$ cat config.mk
export PLATFORM = sky130hd
export DESIGN_NAME = pme_wake_ctrl
export DESIGN_NICKNAME = d
export VERILOG_FILES = /design/src/rtl/pme_pkg.sv /design/src/rtl/pme_reg_if.sv /design/src/rtl/pme_flags.sv /design/src/rtl/pme_router.sv /design/src/rtl/pme_wake_ctrl.sv
export SDC_FILE = /design/constraint.sdc
export NUM_CORES = 1
export LEC_CHECK = 0
export ABC_AREA = 0
export CAP_MARGIN = 30
export CORE_MARGIN = 3
export CORE_UTILIZATION = 19
export DETAILED_ROUTE_END_ITERATION = 10
export GPL_ROUTABILITY_DRIVEN = 0
export PLACE_DENSITY = 0.88
export SETUP_SLACK_MARGIN = 0.5
export SLEW_MARGIN = 10
export SYNTH_ARGS = -nofsm -noshare
export SYNTH_HDL_FRONTEND = slang
export SYNTH_SLANG_ARGS = --single-unit
$ cat constraint.sdc
create_clock -name clk -period 1.03 [get_ports clk]
set_input_delay 0.206 -clock clk [delete_from_list [all_inputs] [get_ports clk]]
set_output_delay 0.206 -clock clk [all_outputs]
set_load 0.02 [all_outputs]
$ cat src/rtl/pme_pkg.sv
// Package: shared types and the power-state classifier for the wake event block.
// Assumes a 3-bit state code where 0..5 name S0..S5 and 6..7 are unused.
package pme_pkg;

    typedef enum logic [2:0] {
        PS_S0 = 3'd0,
        PS_S1 = 3'd1,
        PS_S2 = 3'd2,
        PS_S3 = 3'd3,
        PS_S4 = 3'd4,
        PS_S5 = 3'd5
    } pstate_e;

    typedef struct packed {
        logic report;   // event may be reported as SCI/SMI
        logic sleeping; // event may also request a wake
    } route_t;

    // Classify the power state into reporting and wake eligibility.
    function automatic route_t classify(input logic [2:0] st, input logic pbo);
        route_t r;
        r.report   = 1'b0;
        r.sleeping = 1'b0;
        case (st)
            PS_S0: r.report = 1'b1;
            PS_S1, PS_S2, PS_S3, PS_S4: begin
                r.report   = 1'b1;
                r.sleeping = 1'b1;
            end
            PS_S5: begin
                r.report   = !pbo;
                r.sleeping = !pbo;
            end
            default: r = '0;
        endcase
        return r;
    endfunction

endpackage

$ cat src/rtl/pme_reg_if.sv
// Module: register port decode. Turns writes into a flag-clear strobe and an
// enable write, and muxes the read-back. Assumes single-cycle writes and
// combinational reads addressed by the same offset bus.
module pme_reg_if #(
    parameter int          ADDR_W  = 8,
    parameter int          DATA_W  = 32,
    parameter logic [7:0]  STS_OFS = 8'h28,
    parameter logic [7:0]  EN_OFS  = 8'h2C,
    parameter int          EVT_BIT = 13
) (
    input  logic              reg_wr,
    input  logic [ADDR_W-1:0] reg_addr,
    input  logic [DATA_W-1:0] reg_wdata,
    input  logic              sts_q,
    input  logic              en_q,
    output logic              sts_clr,
    output logic              en_we,
    output logic              en_wd,
    output logic [DATA_W-1:0] reg_rdata
);

    localparam logic [ADDR_W-1:0] STS_A = ADDR_W'(STS_OFS);
    localparam logic [ADDR_W-1:0] EN_A  = ADDR_W'(EN_OFS);

    logic hit_sts;
    logic hit_en;

    // Address decode for the two registers.
    always_comb begin
        hit_sts = (reg_addr == STS_A);
        hit_en  = (reg_addr == EN_A);
    end

    // Write strobes derived from the decode and the event bit of the data.
    always_comb begin
        sts_clr = reg_wr && hit_sts && reg_wdata[EVT_BIT];
        en_we   = reg_wr && hit_en;
        en_wd   = reg_wdata[EVT_BIT];
    end

    // Read-back mux; unused bits and offsets read zero.
    always_comb begin
        reg_rdata = '0;
        if (hit_sts)     reg_rdata[EVT_BIT] = sts_q;
        else if (hit_en) reg_rdata[EVT_BIT] = en_q;
    end

endmodule

$ cat src/rtl/pme_flags.sv
// Module: the sticky event flag and its enable flag. A request that coincides
// with a clear keeps the flag set. Also flags the cycle in which the event
// flag is about to go from 0 to 1.
module pme_flags (
    input  logic clk,
    input  logic rst_n,
    input  logic pme_req,
    input  logic sts_clr,
    input  logic en_we,
    input  logic en_wd,
    output logic sts_q,
    output logic en_q,
    output logic sts_rise
);

    // Sticky event flag: set wins over write-1-to-clear.
    always_ff @(posedge clk) begin
        if (!rst_n)       sts_q <= 1'b0;
        else if (pme_req) sts_q <= 1'b1;
        else if (sts_clr) sts_q <= 1'b0;
    end

    // Enable flag: plain read/write bit.
    always_ff @(posedge clk) begin
        if (!rst_n)     en_q <= 1'b0;
        else if (en_we) en_q <= en_wd;
    end

    // Flag is clear now and will be set after this edge.
    always_comb sts_rise = pme_req && !sts_q;

endmodule

$ cat src/rtl/pme_router.sv
// Module: steers a pending enabled event to SCI or SMI according to the power
// state and sci_en, and produces a registered one-cycle wake pulse when the
// flag sets in an eligible sleep state. Assumes state inputs are synchronous.
module pme_router
    import pme_pkg::*;
(
    input  logic       clk,
    input  logic       rst_n,
    input  logic       sts_q,
    input  logic       en_q,
    input  logic       sts_rise,
    input  logic [2:0] sys_state,
    input  logic       pwrbtn_ovr,
    input  logic       sci_en,
    output logic       sci_o,
    output logic       smi_o,
    output logic       wake_o
);

    route_t rt;
    logic   pending;

    // Classify the present state and form the pending condition.
    always_comb begin
        rt      = classify(sys_state, pwrbtn_ovr);
        pending = sts_q && en_q && rt.report;
    end

    // Level outputs: exactly one path depending on sci_en.
    always_comb begin
        sci_o = pending && sci_en;
        smi_o = pending && !sci_en;
    end

    // Wake pulse registered on the edge that sets the flag.
    always_ff @(posedge clk) begin
        if (!rst_n) wake_o <= 1'b0;
        else        wake_o <= sts_rise && en_q && rt.sleeping;
    end

endmodule

$ cat src/rtl/pme_wake_ctrl.sv
// Module: top of the wake event status and routing block. Connects the register
// port, the flags and the router. All outputs except reg_rdata, sci_o and
// smi_o are registered; those three follow the inputs combinationally.
module pme_wake_ctrl #(
    parameter int         ADDR_W  = 8,
    parameter int         DATA_W  = 32,
    parameter logic [7:0] STS_OFS = 8'h28,
    parameter logic [7:0] EN_OFS  = 8'h2C,
    parameter int         EVT_BIT = 13
) (
    input  logic              clk,
    input  logic              rst_n,
    input  logic              pme_req,
    input  logic              reg_wr,
    input  logic [ADDR_W-1:0] reg_addr,
    input  logic [DATA_W-1:0] reg_wdata,
    output logic [DATA_W-1:0] reg_rdata,
    input  logic [2:0]        sys_state,
    input  logic              pwrbtn_ovr,
    input  logic              sci_en,
    output logic              sci_o,
    output logic              smi_o,
    output logic              wake_o
);

    logic sts_q;
    logic en_q;
    logic sts_clr;
    logic en_we;
    logic en_wd;
    logic sts_rise;

    pme_reg_if #(
        .ADDR_W (ADDR_W),
        .DATA_W (DATA_W),
        .STS_OFS(STS_OFS),
        .EN_OFS (EN_OFS),
        .EVT_BIT(EVT_BIT)
    ) u_regs (
        .reg_wr   (reg_wr),
        .reg_addr (reg_addr),
        .reg_wdata(reg_wdata),
        .sts_q    (sts_q),
        .en_q     (en_q),
        .sts_clr  (sts_clr),
        .en_we    (en_we),
        .en_wd    (en_wd),
        .reg_rdata(reg_rdata)
    );

    pme_flags u_flags (
        .clk     (clk),
        .rst_n   (rst_n),
        .pme_req (pme_req),
        .sts_clr (sts_clr),
        .en_we   (en_we),
        .en_wd   (en_wd),
        .sts_q   (sts_q),
        .en_q    (en_q),
        .sts_rise(sts_rise)
    );

    pme_router u_route (
        .clk       (clk),
        .rst_n     (rst_n),
        .sts_q     (sts_q),
        .en_q      (en_q),
        .sts_rise  (sts_rise),
        .sys_state (sys_state),
        .pwrbtn_ovr(pwrbtn_ovr),
        .sci_en    (sci_en),
        .sci_o     (sci_o),
        .smi_o     (smi_o),
        .wake_o    (wake_o)
    );

endmodule

# Word level (Yosys, flattened, before mapping)
# Index checks and enable logic that the tools add are counted.
dict set report word_totals {
  reg_bits 3
  input_bits 49
  out_inout_bits 35
  elab_cells 33
}
dict set report classes {
  n_eq_ne 7
  muxes 6
  reduce_logical 17
}
# operator count
set op_table {}
lappend op_table {{$eq 8x6->1 const B} 2}
lappend op_table {{$logic_and 1x1->1} 10}
lappend op_table {{$eq 3x2->1 const B} 2}
lappend op_table {{$eq 3x3->1 const B} 2}
lappend op_table {{$reduce_or 5->1} 1}
lappend op_table {{$mux 1} 4}
lappend op_table {{$pmux 1 s2} 2}
lappend op_table {{$reduce_or 4->1} 1}
lappend op_table {{$eq 3x1->1 const B} 1}
lappend op_table {{$logic_not 1->1} 3}
lappend op_table {{$logic_not 3->1} 1}
lappend op_table {{$reduce_bool 2->1} 1}

# Logic depth before layout (Yosys ltp)
# Gate-level depths: netlist of run 1.
dict set report logic_depth {
  depth_word 5
  ltp_mapped 3
  mapped_depth_nobuf 3
}

# Hierarchy
# From an unflattened synthesis of run 1, not the netlist that was laid out.
dict set report unflattened {
  hier_cells 57
  area_unflattened_um2 478.0
}
# module instances cells_per_inst area_each_um2 seq_area_each_um2
set modules_own_cells {}
lappend modules_own_cells {pme_reg_if 1 41 317.8 0.0}
lappend modules_own_cells {pme_flags 1 7 86.3 40.0}
lappend modules_own_cells {pme_router 1 9 73.8 20.0}

# Least setup slack after synthesis of run 1
# Ideal clock, no wire load.
dict set report synth_path {
  path_kind {input -> output}
  startpoint {input port reg_addr[7]}
  endpoint {output port reg_rdata[13]}
  t_arrival_ps 873
  t_required_ps 824
  setup_slack_ps -49
  path_stages 3
  path_buffers 0
  path_cell_list {nor4b_4 nand3_1 nor2_1}
}
dict set report synth_via {
  elab_chain_cells 3
  word_cells_on_any_way 4
  classes_between {eq/ne (2); mux (2)}
}
# item line
set synth_rtl {}
lappend synth_rtl {{from (decl)} pme_wake_ctrl.sv:15} ;# input logic [ADDR_W-1:0] reg_addr,
lappend synth_rtl {{$eq 8x6->1} pme_reg_if.sv:31} ;# hit_en = (reg_addr == EN_A);
lappend synth_rtl {{$mux 1} pme_reg_if.sv:45} ;# else if (hit_en) reg_rdata[EVT_BIT] = en_q;
lappend synth_rtl {{$mux 1 *} pme_reg_if.sv:44} ;# if (hit_sts) reg_rdata[EVT_BIT] = sts_q;
lappend synth_rtl {{to (decl)} pme_wake_ctrl.sv:17} ;# output logic [DATA_W-1:0] reg_rdata,
# Mark *: on every way between the ends. The rest lies on a longest branch, timed or not.

# Final worst setup path of run 1
dict set report layout_path {
  startpoint {register u_flags.sts_q}
  endpoint {output port reg_rdata[13]}
}
dict set report layout_via {
  elab_chain_cells 1
}
# item line
set layout_rtl {}
lappend layout_rtl {{from (decl)} pme_flags.sv:11} ;# output logic sts_q,
lappend layout_rtl {{from (signal assigned)} pme_flags.sv:18} ;# if (!rst_n) sts_q <= 1'b0;
lappend layout_rtl {{from (signal assigned)} pme_flags.sv:19} ;# else if (pme_req) sts_q <= 1'b1;
lappend layout_rtl {{from (signal assigned)} pme_flags.sv:20} ;# else if (sts_clr) sts_q <= 1'b0;
lappend layout_rtl {{$mux 1} pme_reg_if.sv:44}
# Every way passes these cells.

==> impl_metrics.env, run 1 <==
export IMPL_layout_min_cycle_time_ns=1.18
export IMPL_top_layer="met3"
export IMPL_row_count=16
export IMPL_finalPower_mw=0.528
export IMPL_fin_util=0.325
export IMPL_intPower_mw=0.328
export IMPL_syn_inst=54
export IMPL_switching_power_mw=0.200
export IMPL_comb_power_share=0.386
export IMPL_dieHeight_um=54.1
export IMPL_cts_sinks=3
export IMPL_ff2ff_path_depth=4
export IMPL_syn_area_sq_um=440
export IMPL_via_per_inst=3.51
export IMPL_cts_made_buffers=3
export IMPL_ys_warn_count=0
export IMPL_setup_viol=4
export IMPL_start_util=0.212
export IMPL_swShare=0.379
export IMPL_synthToLayoutAreaGrowth_pct=53.7
export IMPL_synth_simple_area_share=0.196
export IMPL_ios=84
export IMPL_holdCritStartpoint="sys_state[0]"
export IMPL_ys_seq_area_frac=0.136
export IMPL_htree_levels=1
export IMPL_synth_xor_area_frac=0
export IMPL_overflow=0
export IMPL_synth_seq_cells=3
export IMPL_grt_first_pass_wirelength_um=1480
export IMPL_dp_final_hpwl_um=919
export IMPL_fillCellCount=234
export IMPL_multi_input_area_sq_um=308
export IMPL_routed_wl_um=1070
export IMPL_grt_pass1_vias=371
export IMPL_antenna_left=0
export IMPL_synth_compound_area_share=0.108
export IMPL_fin_worst_skew_ns=0.00108
export IMPL_r2r_end="u_route.wake_o"
export IMPL_synth_top_family_by_area="buffers and inverters"
export IMPL_worstReg2RegStart="u_flags.en_q"
export IMPL_postCtsHoldBufs=0
export IMPL_end_kind="primary output"
export IMPL_synth_mux_area_frac=0.0227
export IMPL_status="complete, but fails checks"
export IMPL_rsz0062_at_grt="true"
export IMPL_peakVddDrop_mv=0.278
export IMPL_fin_crit_sh=1.15
export IMPL_p_leak_nw=0.350
export IMPL_synthAdderAreaFrac=0
export IMPL_routed_wl_met3_um=186
export IMPL_hold_path_end="u_route.wake_o"
export IMPL_first_iter_violations=0
export IMPL_fin_ws_ns=-0.150
export IMPL_antenna_found_initial=0
export IMPL_path_clk_slew_ns=0.04
export IMPL_worst_ep_required_time_ns=0.82
export IMPL_coreArea_sq_um=2080
export IMPL_r2r_setup_slack_ns=0.11
export IMPL_die_w_um=54.1
export IMPL_clock_tree_root_cell="clkbuf_4"
export IMPL_dp_cells=105
export IMPL_arrival_ns=0.97
export IMPL_p_per_area_nw_per_um2=780
export IMPL_clock_path_buffers=2
export IMPL_drc=0
export IMPL_timing_final_max_slew_violations=0
export IMPL_worstSetupStartpointType="flop"
export IMPL_nNetsFinal=135
export IMPL_routed_wl_met2_um=590
export IMPL_wl_per_cell_um=9.53
export IMPL_clkPwrFrac=0.386
export IMPL_syn_avg_cell_area_sq_um=8.16
export IMPL_gr_usage_all_layers=0.0724
export IMPL_fin_cells=112
export IMPL_hold_class="in -> reg"
export IMPL_tritoncts="done"
export IMPL_portBuffers=21
export IMPL_p_seq_frac=0.228
export IMPL_drive_gt1_frac=0.435
export IMPL_regArea_sq_um=68.8
export IMPL_cp_max_fo=5
export IMPL_tns_ns=-0.338
export IMPL_fin_hold_ws_ns=0.237
export IMPL_failed_checks="setup timing"
export IMPL_path_class="reg -> out"
export IMPL_grt_max_degree=6
export IMPL_fmax_mhz=847
export IMPL_hold_depth=2
export IMPL_synth_cell_type_count=19
export IMPL_dieArea_sq_um=2930
export IMPL_hold_viol_final=0
export IMPL_num_vias=393
export IMPL_drt_pre_antenna_iters=1
export IMPL_antenna_cells=0
export IMPL_wl_met1_um=289
export IMPL_clk_latency_ns=0.23
export IMPL_cap_violations=0
[timing repair]
action                     CTS  global route
buffers inserted             3             0
pin swaps                   11             3
setup endpoints to repair    7             7
resized for setup           68             1
hold endpoints to repair     0             0
[state kept, by name, indices dropped and copies added, names as in the netlist]
name / cells
u_flags.en_q: 1
u_route.wake_o: 1
u_flags.sts_q: 1
[cells by family after synthesis]
family | count (synthesis)
other | 1
buffers and inverters | 31
and+or+nand+nor | 12
DFF | 3
AOI/OAI and AO/OA | 6
muxes | 1
[per-layer routing]
| metal | track usage | up-vias |
|---|---|---|
| li1 | - | 186 |
| met1 | 0.0537 | 176 |
| met2 | 0.139 | 31 |
| met3 | 0.0443 | 0 |
| met4 | 0.0373 | 0 |
| met5 | 0 | - |
[worst max path at each step]
stage                  start            end  cells past startpoint
5_1_grt          reg_addr[6]  reg_rdata[13]                      5
3_3_place_gp     reg_addr[7]  reg_rdata[13]                      5
3_5_place_dp     reg_addr[7]  reg_rdata[13]                      5
6_report       u_flags.sts_q  reg_rdata[13]                      3
4_1_cts          reg_addr[4]  reg_rdata[13]                      5
2_1_floorplan    reg_addr[7]  reg_rdata[13]                      3
[layout by cell type (no fill, tap or decap)]
cell             netlist  routed
clkdlybuf4s50_1        0       3
clkbuf_2               0       1
dfxtp_4                0       2
nand3_2                0       1
nor3b_2                0       1
mux2i_2                0       1
clkbuf_1               0       1
buf_2                  0       4
nand2_2                0       2
nor4b_4                1       1
buf_6                  0       7
a41o_1                 1       1
dfxtp_2                0       1
o21ai_0                1       1
conb_1                 1      31
dlygate4sd2_1          0       7
a31oi_1                1       1
nor2_1                 3       1
a21o_1                 1       1
and2_4                 0       1
nor2_4                 0       1
buf_4                 31       6
and4b_2                0       1
a41oi_2                0       1
and3_4                 0       1
nor2_2                 0       1
o311a_1                1       1
clkbuf_4               0       3
and4_4                 0       1
[stage by stage]
step / setup slack, ns / instance area (sq um)
global route: -0.181 / 677
global placement: -0.949 / 618
CTS: -0.161 / 682
floorplan: 0.0395 / 577
finish: -0.150 / 677
detailed placement: -1.01 / 618
[cell usage after synthesis (all sizes together)]
| cell type | instances | share of area |
|---|---|---|
| mux2i | 1 | 0.023 |
| and4b | 1 | 0.023 |
| nor3b | 1 | 0.017 |
| a41o | 1 | 0.023 |
| nand2 | 2 | 0.017 |
| and4 | 1 | 0.020 |
| nand3 | 1 | 0.011 |
| buf | 31 | 0.53 |
| and2 | 1 | 0.014 |
| a31oi | 1 | 0.014 |
| nor4b | 1 | 0.054 |
| nor2 | 3 | 0.026 |
| conb | 1 | 0.0085 |
| a41oi | 1 | 0.020 |
| o21ai | 1 | 0.011 |
| dfxtp | 3 | 0.14 |
| and3 | 1 | 0.014 |
| o311a | 1 | 0.023 |
| a21o | 1 | 0.017 |
[layout make-up]
cell class	count	share of cell area
multi-input combinational	50	0.455
sequential	3	0.102
tap	27	0.0499
timing repair buffer	28	0.355
clock buffer	4	0.0388
[critical path, stage by stage, from the launching register on]
cell and delay, ns:
dfxtp_4 0.35, mux2i_2 0.21, nor2_4 0.06, buf_6 0.13
[power by group through the flow]
stage / logic [mW] / registers, mW / clock network (mW)
global placement: 0.199 / 0.122 / 0
finish: 0.204 / 0.121 / 0.204
detailed placement: 0.202 / 0.122 / 0
global route: 0.219 / 0.121 / 0.231
CTS: 0.202 / 0.121 / 0.214
floorplan: 0.207 / 0.122 / 0
No activity file was read; power rests on OpenSTA's default activity.
==> run 2, diff against run 1 <==
- SETUP_SLACK_MARGIN: 0.5 -> default
==> run 2 against run 1 <==
The flow still finishes with violations (setup timing); design area is 1.8% lower; first-iteration DRC count grew 2; sequential share of layout area decreased by 0.75 points; count of clock-buffer cells in the layout stayed put; clock power about the same; clock skew increased by 0.0026 ns; die area unchanged; worst hold slack lost 0.033 ns; register-to-register slack about the same; critical path depth increased by 2; worst setup slack better by 0.020 ns; critical endpoint unchanged.
==> impl_metrics.env, run 2 (synthesis gave the netlist of run 1 again) <==
export IMPL_htree_levels=1
export IMPL_cp_max_fo=2
export IMPL_coreArea_sq_um=2080
export IMPL_dp_cells=107
export IMPL_synthToLayoutAreaGrowth_pct=50.9
export IMPL_overflow=0
export IMPL_path_class="in -> out"
export IMPL_swShare=0.375
export IMPL_hold_class="in -> reg"
export IMPL_fmax_mhz=861
export IMPL_p_per_area_nw_per_um2=810
export IMPL_grt_pass1_vias=366
export IMPL_rsz0062_at_grt="true"
export IMPL_switching_power_mw=0.202
export IMPL_fin_ws_ns=-0.131
export IMPL_fin_crit_sh=1.13
export IMPL_mostFrequentLayoutCells="conb_1, buf_4, dlygate4sd2_1, buf_6"
export IMPL_ff2ff_path_depth=4
export IMPL_layout_min_cycle_time_ns=1.16
export IMPL_reg_top3="u_flags.en_q x1, u_flags.sts_q x1, u_route.wake_o x1"
export IMPL_nNetsFinal=136
export IMPL_r2r_end="u_flags.en_q"
export IMPL_ios=84
export IMPL_holdCritStartpoint="sys_state[0]"
export IMPL_worst_ep_required_time_ns=0.82
export IMPL_die_w_um=54.1
export IMPL_cts_sinks=3
export IMPL_drc=0
export IMPL_gr_usage_all_layers=0.0742
export IMPL_routed_wl_met3_um=101
export IMPL_final_common_cell="conb_1"
export IMPL_p_leak_nw=0.361
export IMPL_fin_worst_skew_ns=0.00369
export IMPL_wl_per_cell_um=9.50
export IMPL_place_ws_ns=-0.976
export IMPL_grt_first_pass_wirelength_um=1490
export IMPL_first_iter_violations=2
export IMPL_clkPwrFrac=0.383
export IMPL_cap_violations=0
export IMPL_place_area_sq_um=612
export IMPL_timing_final_max_slew_violations=0
export IMPL_dieHeight_um=54.1
export IMPL_dieArea_sq_um=2930
export IMPL_antenna_cells=0
export IMPL_arrival_ns=0.95
export IMPL_p_seq_frac=0.228
export IMPL_tritoncts="done"
export IMPL_wl_met1_um=300
export IMPL_antenna_left=0
export IMPL_routed_wl_um=1070
export IMPL_hold_path_end="u_route.wake_o"
export IMPL_path_clk_slew_ns=0.04
export IMPL_portBuffers=21
export IMPL_fin_cells=113
export IMPL_hold_viol_final=0
export IMPL_clock_path_buffers=2
export IMPL_top_layer="met3"
export IMPL_final_area_sq_um=664
export IMPL_via_per_inst=3.50
export IMPL_end_kind="primary output"
export IMPL_routed_wl_met2_um=672
export IMPL_intPower_mw=0.337
export IMPL_dp_final_hpwl_um=899
export IMPL_clk_latency_ns=0.23
export IMPL_worstSetupStartpointType="primary input"
export IMPL_num_vias=395
export IMPL_hold_depth=2
export IMPL_finalPower_mw=0.538
export IMPL_clock_tree_root_cell="clkbuf_4"
export IMPL_comb_power_share=0.389
export IMPL_fin_hold_ws_ns=0.204
export IMPL_peakVddDrop_mv=0.400
export IMPL_failed_checks="setup timing"
export IMPL_row_count=16
export IMPL_grt_max_degree=5
export IMPL_setup_viol=3
export IMPL_drive_gt1_frac=0.372
export IMPL_start_util=0.212
export IMPL_drt_pre_antenna_iters=4
export IMPL_status="complete, but fails checks"
export IMPL_cts_made_buffers=3
export IMPL_r2r_setup_slack_ns=0.10
export IMPL_postCtsHoldBufs=0
export IMPL_worstReg2RegStart="u_flags.en_q"
export IMPL_antenna_found_initial=0
[run 2: worst max-delay path by stage]
stage                     start            end  slack [ns]  depth (start not counted)
finish              reg_addr[6]  reg_rdata[13]       -0.13                          5
global route        reg_addr[6]  reg_rdata[13]       -0.17                          5
CTS                 reg_addr[4]  reg_rdata[13]       -0.15                          5
detailed placement  reg_addr[7]  reg_rdata[13]       -0.98                          5
global placement    reg_addr[7]  reg_rdata[13]       -0.95                          5
floorplan           reg_addr[7]  reg_rdata[13]        0.02                          3
[run 2: layer usage]
metal / global-route usage / vias up
li1: - / 186
met1: 0.0537 / 183
met2: 0.153 / 26
met3: 0.0249 / 0
met4: 0.0498 / 0
met5: 0 / -
[run 2: per-stage QoR]
stage                util  TNS [ns]
detailed placement  0.294     -3.97
CTS                 0.323    -0.277
global placement    0.294     -3.81
global route        0.319    -0.332
floorplan               -         0
finish              0.319    -0.244
[run 2: area by class of cell]
type | count | area [sq um]
Clock buffer | 4 | 26.3
Fill cell | 239 | 1420
Multi-Input combinational cell | 50 | 288
Sequential cell | 3 | 62.6
Tap cell | 27 | 33.8
Timing Repair Buffer | 29 | 254
[run 2: critical path, cell delays in order]
cell and delay (ns):
buf_6 0.10, nor4b_4 0.30, nand3_1 0.12, nor2_2 0.11
buf_6 0.13
[run 2: timing repair]
item | CTS | global route
pin swaps | 10 | 8
buffers inserted | 4 | 0
endpoints found under the hold margin | 0 | 0
endpoints found under the setup margin | 7 | 5
gates resized for setup | 62 | 3
[run 2: power by group through the flow]
stage / logic (mW) / registers (mW) / clock network (mW)
after floorplan: 0.206 / 0.124 / 0
after global placement: 0.206 / 0.124 / 0
after detailed placement: 0.210 / 0.124 / 0
after CTS: 0.206 / 0.123 / 0.208
after global routing: 0.226 / 0.123 / 0.215
final: 0.210 / 0.123 / 0.206
==> run 3, diff against run 2 <==
- ABC_AREA: 0 -> default
- SLEW_MARGIN: 10 -> 20
==> results of run 3 <==
No change in the layout: final DEF, timing and power equal those of run 2.
